**src/rtl/mesh_port_decoder.sv**
```systemverilog
module mesh_port_decoder #(
  parameter int ADDR_W = 40,
  parameter int X_W = 4,
  parameter int Y_W = 4,
  parameter int MESH_X = 4,
  parameter int MESH_Y = 6,
  parameter logic [39:0] IO_BASE = 40'h36_0000_0000,
  parameter logic [39:0] IO_SIZE = 40'h0A_0000_0000,
  parameter bit REGISTERED = 1'b1
) (
  input  logic              clk,
  input  logic              rst_n,
  input  logic [ADDR_W-1:0] req_addr,
  input  logic [X_W-1:0]    my_x,
  input  logic [Y_W-1:0]    my_y,
  output logic [4:0]        port_sel,
  output logic              io_hit,
  output logic              dec_err
);
  localparam int TOP_W = X_W + Y_W;
  localparam int LOW_W = ADDR_W - TOP_W;
  localparam logic [39:0] IO_END = IO_BASE + IO_SIZE - 40'd1;
  localparam logic [TOP_W-1:0] IO_LO = TOP_W'(IO_BASE >> LOW_W);
  localparam logic [TOP_W-1:0] IO_HI = TOP_W'(IO_END >> LOW_W);
  localparam logic [X_W-1:0] LIM_X = X_W'(MESH_X);
  localparam logic [Y_W-1:0] LIM_Y = Y_W'(MESH_Y);
  localparam int P_LOC = 0, P_E = 1, P_W = 2, P_N = 3, P_S = 4;

  logic [TOP_W-1:0] dst;
  logic [X_W-1:0]   dst_x;
  logic [Y_W-1:0]   dst_y;
  logic             unused_low;
  logic             in_io, off_mesh, bad;
  logic [4:0]       nxt_sel;

  assign dst        = req_addr[ADDR_W-1:LOW_W];
  assign dst_x      = dst[TOP_W-1:Y_W];
  assign dst_y      = dst[Y_W-1:0];
  assign unused_low = ^req_addr[LOW_W-1:0];

  assign in_io    = (dst >= IO_LO) && (dst <= IO_HI);
  assign off_mesh = (dst_x >= LIM_X) || (dst_y >= LIM_Y);
  assign bad      = off_mesh && !in_io;

  always_comb begin
    nxt_sel = '0;
    if (bad)                nxt_sel[P_LOC] = 1'b1;
    else if (dst_x > my_x)  nxt_sel[P_E] = 1'b1;
    else if (dst_x < my_x)  nxt_sel[P_W] = 1'b1;
    else if (dst_y > my_y)  nxt_sel[P_N] = 1'b1;
    else if (dst_y < my_y)  nxt_sel[P_S] = 1'b1;
    else                    nxt_sel[P_LOC] = 1'b1;
  end

  generate
    if (REGISTERED) begin : g_reg
      always_ff @(posedge clk or negedge rst_n) begin
        if (!rst_n) begin
          port_sel <= 5'b00001;
          io_hit   <= 1'b0;
          dec_err  <= 1'b0;
        end else begin
          port_sel <= nxt_sel;
          io_hit   <= in_io;
          dec_err  <= bad;
        end
      end


      lat_sel_chk: assert property (@(posedge clk) disable iff (!rst_n)
        $past(rst_n) |-> (port_sel == $past(nxt_sel)) && (io_hit == $past(in_io)) && (dec_err == $past(bad)));
    end else begin : g_comb
      assign port_sel = nxt_sel;
      assign io_hit   = in_io;
      assign dec_err  = bad;
    end
  endgenerate


  sel_onehot_chk: assert property (@(posedge clk) disable iff (!rst_n)
    $countones(port_sel) == 1);

  err_local_chk: assert property (@(posedge clk) disable iff (!rst_n)
    dec_err |-> port_sel == 5'b00001);

  io_noerr_chk: assert property (@(posedge clk) disable iff (!rst_n)
    io_hit |-> !dec_err);

  east_dir_chk: assert property (@(posedge clk) disable iff (!rst_n)
    nxt_sel[P_E] |-> (dst_x > my_x) && !off_mesh || (dst_x > my_x) && in_io);

  ns_after_x_chk: assert property (@(posedge clk) disable iff (!rst_n)
    (nxt_sel[P_N] || nxt_sel[P_S]) |-> dst_x == my_x);
endmodule

```
**config.mk**
```make
export PLATFORM = sky130hd
export DESIGN_NAME = mesh_port_decoder
export DESIGN_NICKNAME = d
export VERILOG_FILES = /design/src/rtl/mesh_port_decoder.sv
export SDC_FILE = /design/constraint.sdc
export NUM_CORES = 1
export LEC_CHECK = 0
export ABC_AREA = 1
export CELL_PAD_IN_SITES_DETAIL_PLACEMENT = 0
export CELL_PAD_IN_SITES_GLOBAL_PLACEMENT = 2
export CORE_MARGIN = 5
export CORE_UTILIZATION = 13
export DETAILED_ROUTE_END_ITERATION = 12
export PLACE_DENSITY = 0.83
export RECOVER_POWER = 50
export SETUP_SLACK_MARGIN = 0.5
export SYNTH_ARGS = -nofsm -noshare
export SYNTH_HDL_FRONTEND = slang
export SYNTH_SLANG_ARGS = --single-unit
```
**constraint.sdc**
```tcl
create_clock -name clk -period 1 [get_ports clk]
set_input_delay 0.1 -clock clk [delete_from_list [all_inputs] [get_ports clk]]
set_output_delay 0.1 -clock clk [all_outputs]
set_load 0.05 [all_outputs]
```
==> qor.yml <==
synth_cell_types: 14
post_drt_via_cell_ratio: 3.500
power_frac_seq: 0.270
pwr-share-clk: 0.336
max_freq_ghz: 1.006
fin_crit_ns: 0.9941
fp.dieH_um: 72.36
syn_area_per_cell_sq_um: 8.024
sw_frac_of_total: 0.2876
endpoint_kind: "output port"
clock_sink_count: 7
fin_crit_sh: 0.9941
globalRouteOverflowTotal: 0
setup_viol: 0
critPathMaxFanout: 1
clk_pin_slew_ns: 0.04
crit_chain: "buf_12"
num_antenna_cells: 0
drive_gt1_frac: 0.8300
critPathKind: "reg -> out"
final_area_sq_um: 1245
io_pins: 57
grt_pass1_vias: 597
status: "finished, final reports clean"
maxCapViolations: 0
ir_drop_mv: 0.2952
firstDrtPassIters: 2
io_buffers: 24
arrival_ns: 0.89
finalMaxSlewViolations: 0
synth_area_sq_um: 505.5
postLayoutCoreUtil: 0.3350
wirelength_met1_um: 463
p_per_area_nw_per_um2: 908.5
path_buf_inv: 1
crit_slowest_cell: "dfstp_2"
cp.required_ns: 0.90
cts_tree: "done"
grt_pass1_wl_um: 2297
cts_root_buf: "clkbuf_8"
area_growth_pct: 146.3
wl_met2_um: 786
ant_nets: 0
dp_hpwl_um: 1110
final_common_cell: "buf_6"
wirelength_um: 1329
grt_max_degree: 8
synth_nets: 121
ys_warn_count: 0
final_cells: 148
power_frac_comb: 0.394
wl_met3_um: 64
startpoint: "port_sel[0]"
p_total_w: 0.001131
worstMarginPinSlew_ns: 0.2891
dp_cells: 142
synth_top_area_share: 0.2970
routabilityCongestion: 0.6754
cts_buffers: 3
dpl_cell_area_sq_um: 1067
netlist_instances: 63
yosys.area.top_type: "dfrtp_1"
fp.dieArea_sq_um: 5235
hp-class: "in -> async"
drc_errors: 0
clockBufferDepth: 2
hold_viol: 0
synth_seq_area_share: 0.3490
num_rows: 22
fin_nets: 159
initial_core_util: 0.1360
highest_layer: "met4"
final_cell_mix: "buf_6, nand2_1, ha_4"
grt_usage: 0.05519
core_sq_um: 3716
ctsHtreeMaxLevel: 1
synth_seq_cells: 7
startpoint_type: "flop"
multi_input_area_sq_um: 447.9
switchingPower_w: 0.0003253
vias: 518
synthTopCellsByArea: "dfrtp_1, ha_1, nand2_1"
n_fill_cell: 403
critPathMaxStageDelay_ns: 0.54
drt_iter0_drc: 33
routedWlPerCell_um: 8.980
die_x_um: 72.36
max_slew_margin: 0.8067
rsz0062_at_grt: "true"
p_leak_nw: 0.5604
antenna_found_initial: 0
p_int_w: 0.0008057
seqCellArea_sq_um: 182.7
cp_top_family: "flip-flops"
fin_setup_tns_ns: 0
[area by class of cell]
type | instances | area share
clock buffers | 4 | 0.03618
multi-input cells | 40 | 0.3598
inverters | 16 | 0.08040
flip-flops and latches | 7 | 0.1467
well taps | 48 | 0.04824
repair buffers | 33 | 0.3286
[synthesized netlist by cell type]
| master | instances |
|---|---|
| a21oi_2 | 1 |
| nand3_1 | 1 |
| inv_2 | 3 |
| ha_1 | 8 |
| dfstp_2 | 1 |
| nand3_2 | 1 |
| nor2_1 | 2 |
| inv_1 | 13 |
| nand2_1 | 16 |
| a21oi_1 | 4 |
| dfrtp_1 | 6 |
| nand2_2 | 2 |
| nand3b_4 | 1 |
| nor2_2 | 4 |
[power by group through the flow]
stage               clock network, W  registers, W  logic, W
detailed placement                 0      0.000309  0.000369
global route                0.000425      0.000306  0.000485
finish                      0.000380      0.000305  0.000446
global placement                   0      0.000309  0.000363
CTS                         0.000392      0.000306  0.000413
floorplan                          0      0.000338  0.000157
[registers in the layout (all words and copies together) (netlist names)]
signal and count:
port_sel 5, dec_err 1, io_hit 1
[per-stage QoR]
stage	setup WS (ns)	hold slack, ns
after floorplan	0.1532	-0.1956
after global placement	-0.5572	0.3599
after detailed placement	-0.5653	0.3635
after CTS	-0.005053	0.1296
after global routing	-0.02782	0.2113
final	0.005946	0.1966
[worst paths after layout]
kind	endpoint	slack, ns	depth (start not counted)
worst max-delay path	port_sel[0]	0.006	1
worst min-delay path	port_sel[4]	0.20	1
max in group asynchronous	port_sel[0]	0.53	1
min in group clk	port_sel[4]	0.25	5
[logic make-up after synthesis]
group / after synthesis / synth area share
buf+inv: 16 / 0.1188
fa+ha+maj: 8 / 0.1980
simple gates: 27 / 0.2772
flops: 7 / 0.3490
compound gates: 5 / 0.05694
[layer usage]
metal | vias up | GRT usage
met1 | 236 | 0.05381
met4 | 0 | 0.02505
met2 | 18 | 0.1041
met5 | - | 0
met3 | 2 | 0.01801
li1 | 262 | -
[repair_timing]
item	4_1_cts	5_1_grt
pin swaps	18	17
setup buffers	1	1
endpoints found under the hold margin	0	0
hold buffers	0	0
resized for setup	94	25
setup endpoints to repair	14	14
(Power assumes the default switching activity.)
